<file path="config.mk">
export PLATFORM = sky130hd
export DESIGN_NAME = rnd_sat_unit
export DESIGN_NICKNAME = d
export VERILOG_FILES = /design/src/rtl/rnd_sat_pkg.sv /design/src/rtl/rnd_decide.sv /design/src/rtl/rnd_clamp.sv /design/src/rtl/rnd_sat_unit.sv
export SDC_FILE = /design/constraint.sdc
export NUM_CORES = 1
export LEC_CHECK = 0
export BUFFER_PORTS_ARGS = -buffer_cell sky130_fd_sc_hd__clkbuf_2
export CORE_ASPECT_RATIO = 0.7
export CORE_MARGIN = 10
export CORE_UTILIZATION = 30
export CTS_CLUSTER_DIAMETER = 120
export DETAILED_ROUTE_END_ITERATION = 7
export PLACE_DENSITY_LB_ADDON = 0.3
export SYNTH_ARGS = -nofsm -noshare
export SYNTH_HDL_FRONTEND = slang
export SYNTH_SLANG_ARGS = --single-unit
</file>
<file path="constraint.sdc">
create_clock -name clk -period 0.8 [get_ports clk]
set_input_delay 0.12 -clock clk [delete_from_list [all_inputs] [get_ports clk]]
set_output_delay 0.12 -clock clk [all_outputs]
set_load 0.05 [all_outputs]
</file>
<file path="src/rtl/rnd_sat_pkg.sv">
package rnd_sat_pkg;

    // rounding decision taken from the bits below the result field
    typedef enum logic [1:0] {
        DIR_TRUNC     = 2'd0,
        DIR_UP        = 2'd1,
        DIR_TIE_ODD   = 2'd2,
        DIR_TIE_EVEN  = 2'd3
    } rnd_dir_e;

    // range verdict for the rounded upper part
    typedef enum logic [1:0] {
        OVF_NONE = 2'd0,
        OVF_POS  = 2'd1,
        OVF_NEG  = 2'd2
    } ovf_e;

endpackage

</file>
<file path="src/rtl/rnd_decide.sv">
module rnd_decide
    import rnd_sat_pkg::*;
#(
    parameter int FRAC_W = 16
) (
    input  logic [FRAC_W-1:0] frac_i,
    input  logic              keep_lsb_i,
    output logic              inc_o
);

    localparam logic [FRAC_W-1:0] HALF = FRAC_W'(1) << (FRAC_W - 1);

    rnd_dir_e dir;

    always_comb begin
        if (frac_i > HALF) begin
            dir = DIR_UP;
        end else if (frac_i == HALF) begin
            dir = keep_lsb_i ? DIR_TIE_ODD : DIR_TIE_EVEN;
        end else begin
            dir = DIR_TRUNC;
        end
    end

    always_comb begin
        unique case (dir)
            DIR_UP, DIR_TIE_ODD: inc_o = 1'b1;
            default:             inc_o = 1'b0;
        endcase
    end

endmodule

</file>
<file path="src/rtl/rnd_clamp.sv">
module rnd_clamp
    import rnd_sat_pkg::*;
#(
    parameter int UP_W  = 24,
    parameter int RES_W = 16
) (
    input  logic [UP_W-1:0]  hi_i,
    input  logic             inc_i,
    output logic [RES_W-1:0] wrap_o,
    output ovf_e             ovf_o
);

    localparam int SUM_W = UP_W + 1;
    localparam logic signed [SUM_W-1:0] MAX_S = $signed(SUM_W'((64'd1 << (RES_W - 1)) - 64'd1));
    localparam logic signed [SUM_W-1:0] MIN_S = -MAX_S - SUM_W'(1);

    logic signed [SUM_W-1:0] sum_s;

    always_comb begin
        sum_s  = $signed({hi_i[UP_W-1], hi_i}) + $signed({{UP_W{1'b0}}, inc_i});
        wrap_o = sum_s[RES_W-1:0];
    end

    generate
        if (UP_W > RES_W) begin : g_guard
            // guard bits present: range check over the full signed sum
            always_comb begin
                if (sum_s > MAX_S)      ovf_o = OVF_POS;
                else if (sum_s < MIN_S) ovf_o = OVF_NEG;
                else                    ovf_o = OVF_NONE;
            end
        end else begin : g_noguard
            // upper part fits the result: only the increment can overflow
            always_comb begin
                if (sum_s > MAX_S) ovf_o = OVF_POS;
                else               ovf_o = OVF_NONE;
            end
        end
    endgenerate

endmodule

</file>
<file path="src/rtl/rnd_sat_unit.sv">
module rnd_sat_unit
    import rnd_sat_pkg::*;
#(
    parameter int ACC_W  = 40,
    parameter int FRAC_W = 16,
    parameter int RES_W  = 16
) (
    input  logic             clk,
    input  logic             rst_n,
    input  logic [ACC_W-1:0] acc_i,
    input  logic             sat_en_i,
    input  logic             stage_stb_i,
    input  logic             lsb_wr_i,
    output logic [RES_W-1:0] rnd_o
);

    localparam int UP_W = ACC_W - FRAC_W;
    localparam logic [RES_W-1:0] POS_LIM = {1'b0, {(RES_W-1){1'b1}}};
    localparam logic [RES_W-1:0] NEG_LIM = {1'b1, {(RES_W-1){1'b0}}};

    typedef struct packed {
        logic [RES_W-1:0] rnd;
    } state_t;

    state_t st_d, st_q;

    logic             inc;
    logic [RES_W-1:0] wrapped;
    ovf_e             ovf;

    rnd_decide #(.FRAC_W(FRAC_W)) u_decide (
        .frac_i     (acc_i[FRAC_W-1:0]),
        .keep_lsb_i (acc_i[FRAC_W]),
        .inc_o      (inc)
    );

    rnd_clamp #(.UP_W(UP_W), .RES_W(RES_W)) u_clamp (
        .hi_i   (acc_i[ACC_W-1:FRAC_W]),
        .inc_i  (inc),
        .wrap_o (wrapped),
        .ovf_o  (ovf)
    );

    always_comb begin
        st_d = st_q;
        if (stage_stb_i || lsb_wr_i) begin
            if (sat_en_i && ovf == OVF_POS) begin
                st_d.rnd = POS_LIM;
            end else if (sat_en_i && ovf == OVF_NEG) begin
                st_d.rnd = NEG_LIM;
            end else begin
                st_d.rnd = wrapped;
            end
        end
    end

    always_ff @(posedge clk or negedge rst_n) begin
        if (!rst_n) st_q <= '0;
        else        st_q <= st_d;
    end

    assign rnd_o = st_q.rnd;

endmodule

</file>
# --- Yosys cells after proc, flatten, opt, wreduce, memory -nomap -nowiden ---
# Cells that the tools add are included.
word_totals:
  reg_bits: 16
  latchBits: 0
  ramBits: 0
  rom_bits: 0
  inputBits: 45
  out_inout_bits: 16
  word_cells: 22
  n_memories: 0
op_classes:
  addsub: 1
  mul: 0
  n_div: 0
  order_cmp: 3
  eq_ne: 5
  n_shift: 0
  mux: 8
  bitwise: 0
  n_reduce_logical: 4
ops:
  columns: ["cell", "count"]
  rows:
  - ["$mux 16", 2]
  - ["$add 24x2->25", 1]
  - ["$gt 25x16->1 const B", 1]
  - ["$lt 25x16->1 const B", 1]
  - ["$eq 16x16->1 const B", 1]
  - ["$gt 16x16->1 const B", 1]
  - ["$mux 2", 4]
  - ["$eq 2x1->1 const B", 2]
  - ["$eq 2x2->1 const B", 2]
  - ["$logic_and 1x1->1", 2]
  - ["$mux 1", 2]
  - ["$reduce_or 2->1", 1]
  - ["$logic_or 1x1->1", 1]

# --- Longest topological paths before layout ---
# Gate-level depths: netlist (run 1).
logic_depth:
  depth_word: 14
  mapped_depth: 12

# --- Hierarchy ---
# A second synthesis (run 1) with hierarchy kept.
hier_totals:
  hier_cells: 170
  area_unflattened_um2: 1373.8
by_module_without_submodules:
  columns: ["mod", "instances", "cells_per_inst", "area_per_inst_um2", "seq_area_each_um2"]
  rows:
  - ["rnd_sat_unit", 1, 92, 839.6, 400.4]
  - ["rnd_clamp", 1, 72, 496.7, 0.0]
  - ["rnd_decide", 1, 6, 37.5, 0.0]

# --- Least setup slack after synthesis (run 1) ---
# Ideal clock, no wire load.
synth_timing:
  path_type: "input -> register"
  from: "input acc_i[3]"
  to: "register st_q (netlist bit rnd_o[11])"
  arrival_ns: 2.453
  required_time_ns: 0.666
  path_slack_ns: -1.787
  stages: 12
  n_path_buf: 2
  path_cell_list: "nor4_1 a41oi_1 ha_1 ha_1 nand4_1 or4_1 buf_2 xor2_1 a31oi_1 nor4_4 buf_4 o32ai_2"
synth_between:
  elab_chain_cells: 14
  elab_cells_between_ends: 19
synth_rtl:
  columns: ["element", "line_no", "rtl"]
  rows:
  - ["start: declaration", "rnd_sat_unit.sv:10", "input logic [ACC_W-1:0] acc_i,"]
  - ["branches (longest 2 deep; another with $gt 16x16->1)", null, null]
  - ["$mux 2 (*)", "rnd_decide.sv:16", "if (frac_i > HALF) begin"]
  - ["$eq 2x1->1 or $eq 2x2->1 (tied branches)", "rnd_decide.sv:26", "unique case (dir)"]
  - ["$reduce_or 2->1 (*)", "rnd_decide.sv:26", null]
  - ["$mux 1 (*)", "rnd_decide.sv:26", null]
  - ["$add 24x2->25 (*)", "rnd_clamp.sv:20", "sum_s = $signed({hi_i[UP_W-1], hi_i}) + $signed({{UP_W{1'b0}}, inc_i});"]
  - ["$lt 25x16->1", "rnd_clamp.sv:29", "else if (sum_s < MIN_S) ovf_o = OVF_NEG;"]
  - ["$mux 2", "rnd_clamp.sv:29", null]
  - ["$mux 2", "rnd_clamp.sv:28", "if (sum_s > MAX_S) ovf_o = OVF_POS;"]
  - ["$eq 2x2->1", "rnd_sat_unit.sv:49", "end else if (sat_en_i && ovf == OVF_NEG) begin"]
  - ["$logic_and 1x1->1", "rnd_sat_unit.sv:49", null]
  - ["$mux 16", "rnd_sat_unit.sv:49", null]
  - ["$mux 16 (*)", "rnd_sat_unit.sv:47", "if (sat_en_i && ovf == OVF_POS) begin"]
  - ["end signal: assignment", "rnd_sat_unit.sv:59", "else st_q <= st_d;"]
  - ["end: declaration", "rnd_sat_unit.sv:25", "state_t st_d, st_q;"]
# Every way passes the cells marked *.
# A chain may end at the register's enable or synchronous reset.

# --- Worst setup path in the final report (run 1) ---
layout_timing:
  from: "input acc_i[10]"
  to: "register st_q (netlist bit rnd_o[2])"
# The elaborated chain is that of the path after synthesis.

==> results of run 1 <==
[what timing repair did]
action	CTS	global route
hold buffers	1	0
endpoints found under the setup margin	32	32
setup buffers	8	4
hold endpoints to repair	16	0
pin swaps	9	5
resized for setup	41	33
cloned	1	0
[logic make-up (layout without fill, tap and decap cells)]
kind of cell | after synthesis | count (layout) | share of synthesized area (%)
AOI/OAI and AO/OA | 51 | 52 | 29.6
DFF | 16 | 16 | 27.4
and+or+nand+nor | 66 | 66 | 27.0
xor gates and xnor gates | 18 | 18 | 10.8
adders and majority gates | 2 | 2 | 1.71
buffers and inverters | 10 | 122 | 3.43
[how the worst min path moves through the flow]
stage                          from        end  slack [ns]  cells past startpoint
after floorplan               rst_n   rnd_o[0]       -0.18                      0
after global placement        rst_n  rnd_o[15]        0.07                      1
after detailed placement      rst_n  rnd_o[15]        0.08                      1
after CTS                 acc_i[18]   rnd_o[2]        0.28                      3
after global routing      acc_i[18]   rnd_o[2]        0.32                      3
final                     acc_i[18]   rnd_o[2]        0.30                      3
[per-stage QoR]
step	setup slack, ns	setup TNS [ns]	util (%)	hold slack, ns
finish	-1.47	-25.38	57.4	0.297
global route	-1.57	-27.40	57.4	0.324
CTS	-1.50	-26.37	54.4	0.280
detailed placement	-1.98	-30.92	47.3	0.0810
global placement	-1.89	-29.73	47.3	0.0727
floorplan	-1.71	-26.05	-	-0.176
[Yosys cell counts (4+ instances only)]
cell type and number:
and3_1 4, clkbuf_1 5, dfrtp_1 16, nand2_1 6
nand3_1 10, nand4_1 5, nor2_1 21, nor4_1 5
o21ai_0 20, o22ai_1 4, o32ai_1 5, o32ai_2 6
xnor2_1 12, xor2_1 6
[routing by layer]
metal,vias up,GRT usage (%)
li1,869,-
met1,800,17.5
met4,0,1.52
met2,66,19.9
met5,-,0
met3,4,4.90
[where the power goes]
part           switching (mW)  internal (mW)  leakage (nW)
logic                   0.840          0.797         0.926
registers               0.105          0.906         0.181
clock network           0.298          0.437        0.0288
total                    1.24           2.14          1.14
[worst reg2reg max path: cells and delay by family, from the launching register on]
kind / cells / cell delay (ns)
AO/OA/AOI/OAI: 2 / 0.30
buffers and inverters: 1 / 0.15
flip-flops: 1 / 0.41
[cell type report]
type,count,area [um2]
tap,69,86.3
clock buffer,4,55.1
fill,410,2030
sequential,16,400
inverter,2,7.51
timing repair buffer,116,1010
multi-input combinational,138,1170
==> metrics.md, run 1 <==
| Metric | Value |
|---|---|
| Result of the run | `finished with violations` |
| Leading cell type in the layout, fill and taps excluded | `buf_4` |
| Commonest non-fill, non-tap cells in the layout | `48 x buf_4, 37 x clkbuf_2, 20 x nor2_1` |
| MaxCap Viol Count | `0` |
| Synthesized area | `around 1500 um2` |
| Ys flop type | `dfrtp_1` |
| R2r worst-path depth | `3` |
| Ports | `61` |
| Ratio of cells with drive above 1 in the final layout | `approximately 56%` |
| Unique masters post-synth | `42` |
| Die height | `78.4 um` |
| Buffers on Ports | `60` |
| H-Tree Depth | `1` |
| Critical Path RT | `between 0.9 and 1 ns` |
| Drt via density | `5.04` |
| LEAKAGE | `1.14 nW` |
| Max Slew Vio Count | `0` |
| TritonCTS clock tree | `yes` |
| Final setup violation count | `32` |
| Vias in the first global route | `1833` |
| Global-route wire length before repair | `around 8700 um` |
| Cell Area, Placed | `2250 um2` |
| Worst slew pin tran | `0.443 ns` |
| Fin nets | `about 320` |
| Die Footprint | `around 8100 um2` |
| Diodes inserted | `0` |
| Internal reg-to-reg setup slack | `-0.18 ns` |
| All-layer global routing usage | `13.0%` |
| Initial Util | `30.7%` |
| Area grow syn2layout | `86.9%` |
| M1 WL | `2310 um` |
| Dpl cells | `327` |
| CP max FO | `7` |
| Largest net degree at the start of global routing | `33` |
| Routed Antenna Nets | `0` |
| Syn Area/Cell | `8.96 um2` |
| Skew final | `0 ns` |
| Synth warn | `0` |
| Final std cells w/o fill | `approximately 350` |
| Crit path DAT | `between 2 and 2.5 ns` |
| Largest stage delay on the critical path | `0.43 ns` |
| Period Utilization, post-route | `284%` |
| Row cnt | `21` |
| Largest register FFs | `16` |
| Rel. slew slack | `70.4%` |
| GPL Wtd Cong | `roughly 0.86` |
| Post-Route WL | `5260 um` |
| Synth async-reset ratio | `between 90% and 100%` |
| Initial DRC Count | `86` |
| Initial antenna violation count | `0` |
| DR pass1 iterations | `4` |
| Hold Path Class | `primary input to flop` |
| Clk sink count | `16` |
| Total gr overflow | `0` |
| Crit path max-delay family | `compound AO/OA/AOI/OAI gates` |
| Worst R2R Start | `rnd_o[3]` |
| Setup WS post-layout | `-1.47 ns` |
| Failing checks | `negative setup slack` |
| Final instance area | `2730 um2` |
| Core footprint | `between 4000 and 5000 um2` |
| Design Power | `between 3 and 4 mW` |
| Residual DRC | `0` |
| Clock tree buffer depth | `2` |
| TritonCTS Buffers | `3` |
| Post-synth top area share | `~27%` |
| CP startpoint | `acc_i[10]` |
| Crit path max-delay cell type | `o41ai_4` |
| Reg2reg end | `rnd_o[3]` |
| Dominant cell type by area after synthesis | `dfrtp_1` |
| Post-synthesis register bit count | `16` |
| WP buf/inv | `3` |
| Reg clk slew, reported paths | `0.07 ns` |
| Avg WL per Cell | `15.3 um` |
| Die W | `103 um` |
| CP Class | `primary input to flop` |
| Clock latency at the later pin of the worst-skew pair | `between 0.2 and 0.3 ns` |
| Metal3 WL | `about 480 um` |
| EDFF count, synth | `0` |
| Top cells by area, synth | `dfrtp_1 27%, xnor2_1 7.2%, o21ai_0 6.9%` |
| Worst path depth | `13` |
| RSZ-0062 raised after global routing | `true` |
| Min Tclk post-route | `2.27 ns` |
| Met2 wire length | `approximately 2400 um` |
| Synthesized Nets | `210` |
| Pwr dens | `1240 nW/um2` |
| Seq/Total Area, Yosys | `27.4%` |
| Detailed-route via count | `1739` |
| Max VDD drop | `781 uV` |
| Crit path capture | `rnd_o[2]` |
| Post-DP HPWL | `4030 um` |
| Max layer used | `met4` |
| Clk Tree Root Cell | `clkbuf_8` |
| Crit path capture type | `flop` |
| Max Clk Rate | `440 MHz` |
| Worst path most repeated cell | `buf_4` |
| Crit path cell chain | `clkbuf_2, nor4_2, a41oi_2, ha_2, ha_4, nand4_1, buf_4, nor4_4, xnor2_2, o41ai_4, buf_4, o21ai_4, o32ai_2` |
| Endpoints failing hold | `0` |
| Post-synthesis cell count | `163` |
| Startpoint class of the critical path | `primary input` |
(Power assumes the default switching activity.)
==> run 2, diff against run 1 <==
- PLACE_DENSITY_LB_ADDON: 0.3 -> default
==> metrics.md, run 2 (synthesis results as in run 1) <==
| Metric | Value |
|---|---|
| Reg area | `400 um2 (unchanged)` |
| Failing checks | `negative setup slack` |
| Hold Path Depth | `4 (+1)` |
| Pwr dens | `1210 nW/um2 (-2.5%)` |
| R2r worst-path depth | `3 (unchanged)` |
| GPL Wtd Cong | `0.857 (-0.73%)` |
| Diodes inserted | `0 (unchanged)` |
| Rel. slew slack | `69.0% (-1.4 points)` |
| Largest stage delay on the critical path | `0.51 ns (+0.08 ns)` |
| Total gr overflow | `0 (unchanged)` |
| Area grow syn2layout | `96.4%` |
| Crit path capture type | `flop` |
| Initial antenna violation count | `0 (unchanged)` |
| Largest register FFs | `16 (unchanged)` |
| Avg WL per Cell | `17.2 um (+13%)` |
| Post-DP HPWL | `4270 um (+5.8%)` |
| Global-route wire length before repair | `9480 um (+8.9%)` |
| MaxCap Viol Count | `0 (unchanged)` |
| Clk Tree Root Cell | `clkbuf_8` |
| Max Clk Rate | `405 MHz (-8.0%)` |
| Worst slew pin tran | `0.463 ns (+0.0202 ns)` |
| Initial DRC Count | `138 (+60%)` |
| Startpoint class of the critical path | `primary input` |
| Ratio of cells with drive above 1 in the final layout | `58.7% (+2.9 points)` |
| Hold Path Class | `primary input to flop` |
| Buffers on Ports | `60 (unchanged)` |
| Post-Route WL | `6150 um (+17%)` |
| Fin nets | `336 (+3.7%)` |
| Initial Util | `30.7% (unchanged)` |
| All-layer global routing usage | `14.5% (+1.5 points)` |
| DR pass1 iterations | `4 (unchanged)` |
| Worst path depth | `13 (unchanged)` |
| Final setup violation count | `32 (unchanged)` |
| Skew final | `0 ns (unchanged)` |
| Fill count | `390 (-4.9%)` |
| Period Utilization, post-route | `309% (+25 points)` |
| WP buf/inv | `3 (unchanged)` |
| Die W | `103 um (unchanged)` |
| Detailed-route via count | `1841 (+5.9%)` |
| Max Slew Vio Count | `0 (unchanged)` |
| TritonCTS clock tree | `yes` |
| Reg clk slew, reported paths | `0.07 ns (about the same)` |
| Leading cell type in the layout, fill and taps excluded | `buf_4` |
| Die height | `78.4 um (unchanged)` |
| Routed Antenna Nets | `0 (unchanged)` |
| Result of the run | `finished with violations` |
| Die Footprint | `8100 um2 (unchanged)` |
| Crit path max-delay family | `simple AND/OR/NAND/NOR gates` |
| Commonest non-fill, non-tap cells in the layout | `58 x buf_4, 35 x clkbuf_2, 20 x nor2_1` |
| Endpoints failing hold | `0 (unchanged)` |
| Crit path cell chain | `clkbuf_2, nor4_2, a41oi_2, ha_2, ha_4, nand4_1, or4_4, buf_6, xor2_2, a21oi_2, nor4_4, clkbuf_16, o32ai_1` |
| Largest net degree at the start of global routing | `33 (unchanged)` |
| Drt via density | `5.16 (+2.3%)` |
| Min Tclk post-route | `2.47 ns (+0.197 ns)` |
| Crit path DAT | `2.60 ns (+0.17 ns)` |
| LEAKAGE | `1.20 nW (+5.6%)` |
| Multi-input logic area | `1180 um2 (+0.96%)` |
| CP max FO | `7 (unchanged)` |
| Design Power | `3.47 mW (+2.5%)` |
| Clock latency at the later pin of the worst-skew pair | `0.25 ns (about the same)` |
| H-Tree Depth | `1 (unchanged)` |
| Hold slack | `0.325 ns (+0.0275 ns)` |
| Vias in the first global route | `1872 (+2.1%)` |
| Clock tree buffer depth | `2 (unchanged)` |
| RSZ-0062 raised after global routing | `true` |
| Crit path max-delay cell type | `or4_4` |
| Critical Path RT | `0.93 ns (-0.03 ns)` |
| Setup WS post-layout | `-1.67 ns (-0.197 ns)` |
| Max VDD drop | `840 uV (+7.5%)` |
| TritonCTS Buffers | `3 (unchanged)` |
| Ports | `61 (unchanged)` |
| Row cnt | `21 (unchanged)` |
| Residual DRC | `0 (unchanged)` |
| Clk sink count | `16 (unchanged)` |
| CP Class | `primary input to flop` |
| Core footprint | `4760 um2 (unchanged)` |
run 2: area by class of cell:
type | instances | share of cell area [%]
Multi-Input combinational cell | 138 | 41.3
Timing Repair Buffer | 128 | 39.5
Sequential cell | 16 | 14.0
Tap cell | 69 | 3.01
Clock buffer | 4 | 1.92
Inverter | 2 | 0.262
run 2: path summary, 6_finish.rpt:
check	start	to	slack, ns
setup / recovery	acc_i[11]	rnd_o[3]	-1.67
hold / removal	acc_i[30]	rnd_o[14]	0.32
setup reg to reg	rnd_o[9]	rnd_o[9]	-0.21
hold reg to reg	rnd_o[15]	rnd_o[15]	0.60
max in group asynchronous	rst_n	rnd_o[8]	0.17
min in group asynchronous	rst_n	rnd_o[15]	0.33
run 2: what timing repair did:
item                                    in CTS  in global routing
endpoints found under the setup margin      32                 32
cloned                                       2                  1
hold buffers                                 1                  0
resized for setup                           43                 40
endpoints found under the hold margin       16                  0
pin swaps                                    6                  6
setup buffers                               15                  2
run 2: power breakdown:
group	internal [mW]	total (mW)	switching, mW
sequential	0.906	1.01	0.101
clock	0.437	0.741	0.303
combinational	0.846	1.72	0.874
run 2: metal layers:
metal / up-vias / share of wire [%] / track usage [%] / wire length [um]
met2: 69 / 45 / 23.0 / 2770
met1: 880 / 43 / 19.2 / 2670
met5: - / 0 / 0 / 0
li1: 888 / - / - / -
met4: 0 / 0.49 / 1.25 / 30
met3: 4 / 11 / 5.16 / 678
run 2: per-stage QoR:
stage	setup WS (ns)	util (%)	TNS [ns]	area, um2	instances
final	-1.67	60.3	-28.55	2870	357
after global routing	-1.75	60.3	-30.45	2870	357
after CTS	-1.61	56.5	-27.62	2690	354
after detailed placement	-2.05	47.9	-31.91	2280	332
after global placement	-1.95	47.9	-30.69	2280	332
after floorplan	-1.71	-	-26.05	1520	163
run 2: worst reg2reg max path: stages (launching register included):
cell and delay (ns):
dfrtp_1 0.40, buf_4 0.14, o21ai_0 0.21, o32ai_2 0.12
==> run 3, diff against run 2 <==
- BUFFER_PORTS_ARGS: -buffer_cell sky130_fd_sc_hd__clkbuf_2 -> default
- DONT_BUFFER_PORTS: default -> 1
==> metrics.md, run 3 (synthesis results as in run 1) <==
| Metric | Value |
|---|---|
| Result of the run | `finished with violations` |
| Failing checks | `negative setup slack` |
| Final setup violation count | `32 (unchanged)` |
| Design Power | `3.03 mW (-13%)` |
| Row cnt | `21 (unchanged)` |
| Hold slack | `0.00785 ns (-0.317 ns)` |
| Setup WS post-layout | `-1.40 ns (+0.263 ns)` |
| Largest stage delay on the critical path | `0.53 ns (+0.02 ns)` |
| Critical Path RT | `0.93 ns (about the same)` |
| Pwr dens | `1290 nW/um2 (+6.8%)` |
| Final TNS setup | `-24.39 ns (+4.16 ns)` |
| Leading cell type in the layout, fill and taps excluded | `buf_4` |
| Ratio of cells with drive above 1 in the final layout | `45.4% (-13 points)` |
| GPL Wtd Cong | `0.810 (-5.5%)` |
| Clk Tree Root Cell | `clkbuf_8` |
| MaxCap Viol Count | `0 (unchanged)` |
| Crit path DAT | `2.34 ns (-0.26 ns)` |
| Die W | `103 um (unchanged)` |
| TritonCTS Buffers | `3 (unchanged)` |
| Core footprint | `4760 um2 (unchanged)` |
| RSZ-0062 raised after global routing | `true` |
| Post-DP HPWL | `3620 um (-15%)` |
| Die height | `78.4 um (unchanged)` |
| Area grow syn2layout | `60.8%` |
| Total gr overflow | `0 (unchanged)` |
| Routed Antenna Nets | `0 (unchanged)` |
| Post-Route WL | `5080 um (-17%)` |
| Initial Util | `30.7% (unchanged)` |
| Crit path cell chain | `nor4_4, a41oi_2, ha_2, ha_4, nand4_1, or4_4, o21ai_1, nand3_2, nor4_4, buf_4, clkbuf_16, o32ai_2` |
| All-layer global routing usage | `11.8% (-2.7 points)` |
| Largest net degree at the start of global routing | `33 (unchanged)` |
| Fin nets | `266 (-21%)` |
| CP Class | `primary input to flop` |
| Endpoints failing hold | `0 (unchanged)` |
| Skew final | `0 ns (unchanged)` |
| Initial DRC Count | `104 (-25%)` |
| Crit path capture type | `flop` |
| Rel. slew slack | `47.6% (-21 points)` |
| Residual DRC | `0 (unchanged)` |
| Startpoint class of the critical path | `primary input` |
| Max VDD drop | `794 uV (-5.4%)` |
| Drt via density | `5.40 (+4.7%)` |
| CP max FO | `8 (+1)` |
| Detailed-route via count | `1550 (-16%)` |
| Die Footprint | `8100 um2 (unchanged)` |
| Avg WL per Cell | `17.7 um (+2.7%)` |
| Period Utilization, post-route | `276% (-33 points)` |
| H-Tree Depth | `1 (unchanged)` |
| Max Clk Rate | `454 MHz (+12%)` |
| Clock latency at the later pin of the worst-skew pair | `0.26 ns (about the same)` |
| Global-route wire length before repair | `7630 um (-20%)` |
| Commonest non-fill, non-tap cells in the layout | `33 x buf_4, 20 x nor2_1, 18 x o21ai_0` |
| Pre-CTS setup slack | `-1.88 ns (+0.166 ns)` |
| DR pass1 iterations | `4 (unchanged)` |
| Reg clk slew, reported paths | `0.07 ns (about the same)` |
| Min Tclk post-route | `2.20 ns (-0.263 ns)` |
| Diodes inserted | `0 (unchanged)` |
| Vias in the first global route | `1461 (-22%)` |
| Initial antenna violation count | `0 (unchanged)` |
| TritonCTS clock tree | `yes` |
| Max Slew Vio Count | `0 (unchanged)` |
| Ports | `61 (unchanged)` |
| Final Util | `49.4% (-11 points)` |
| Worst slew pin tran | `0.786 ns (+0.322 ns)` |
| LEAKAGE | `0.866 nW (-28%)` |
| Clock tree buffer depth | `2 (unchanged)` |
| Buffers on Ports | `0 (-100%)` |
| Hold Path Class | `primary input to async pin` |
| Largest register FFs | `16 (unchanged)` |
| Crit path max-delay cell type | `or4_4` |
| Clk sink count | `16 (unchanged)` |
| Worst path most repeated cell | `nor4_4` |
run 3: cell type report:
class	instances	area, um2
clock buffers	4	55.1
inverters	2	7.51
well taps	69	86.3
multi-input cells	138	1220
repair buffers	58	582
flip-flops and latches	16	400
fillers	440	2410
run 3: repair_timing:
| item | CTS | global route |
|---|---|---|
| gates resized for setup | 34 | 14 |
| hold buffers | 1 | 0 |
| pin swaps | 17 | 7 |
| hold endpoints to repair | 16 | 0 |
| setup buffers | 13 | 4 |
| setup endpoints to repair | 32 | 48 |
| gates cloned | 1 | 1 |
run 3: power by group:
part | leakage, nW | internal, mW | switching [mW]
registers | 0.181 | 0.906 | 0.0824
logic | 0.656 | 0.587 | 0.712
clock network | 0.0288 | 0.438 | 0.305
run 3: per-layer routing:
metal / routed length (um) / vias up / track usage, %
met3: 695 / 4 / 6.21
li1: - / 752 / -
met4: 17 / 0 / 1.66
met1: 2200 / 735 / 15.9
met2: 2160 / 59 / 16.7
met5: 0 / - / 0
run 3: path summary, 6_finish.rpt:
kind | startpoint | end | slack, ns | depth (start not counted)
setup / recovery | acc_i[5] | rnd_o[13] | -1.40 | 12
hold / removal | rst_n | rnd_o[15] | 0.008 | 1
setup reg to reg | rnd_o[6] | rnd_o[6] | -0.18 | 3
hold reg to reg | rnd_o[15] | rnd_o[15] | 0.66 | 3
max in group asynchronous | rst_n | rnd_o[10] | 0.30 | 1
min in group clk | acc_i[26] | rnd_o[10] | 0.09 | 3
run 3: critical path: cells and delay by family:
kind	cells	cell delay (ns)
AOI/OAI and AO/OA	3	0.43
buffers and inverters	2	0.34
adders and majority gates	2	0.35
and+or+nand+nor	5	1.08
run 3: per-stage QoR:
step | instance area (um2) | std cells
4_1_cts | 2210 | 283
3_5_place_dp | 1890 | 264
3_3_place_gp | 1890 | 264
5_1_grt | 2350 | 287
6_report | 2350 | 287
2_1_floorplan | 1520 | 163
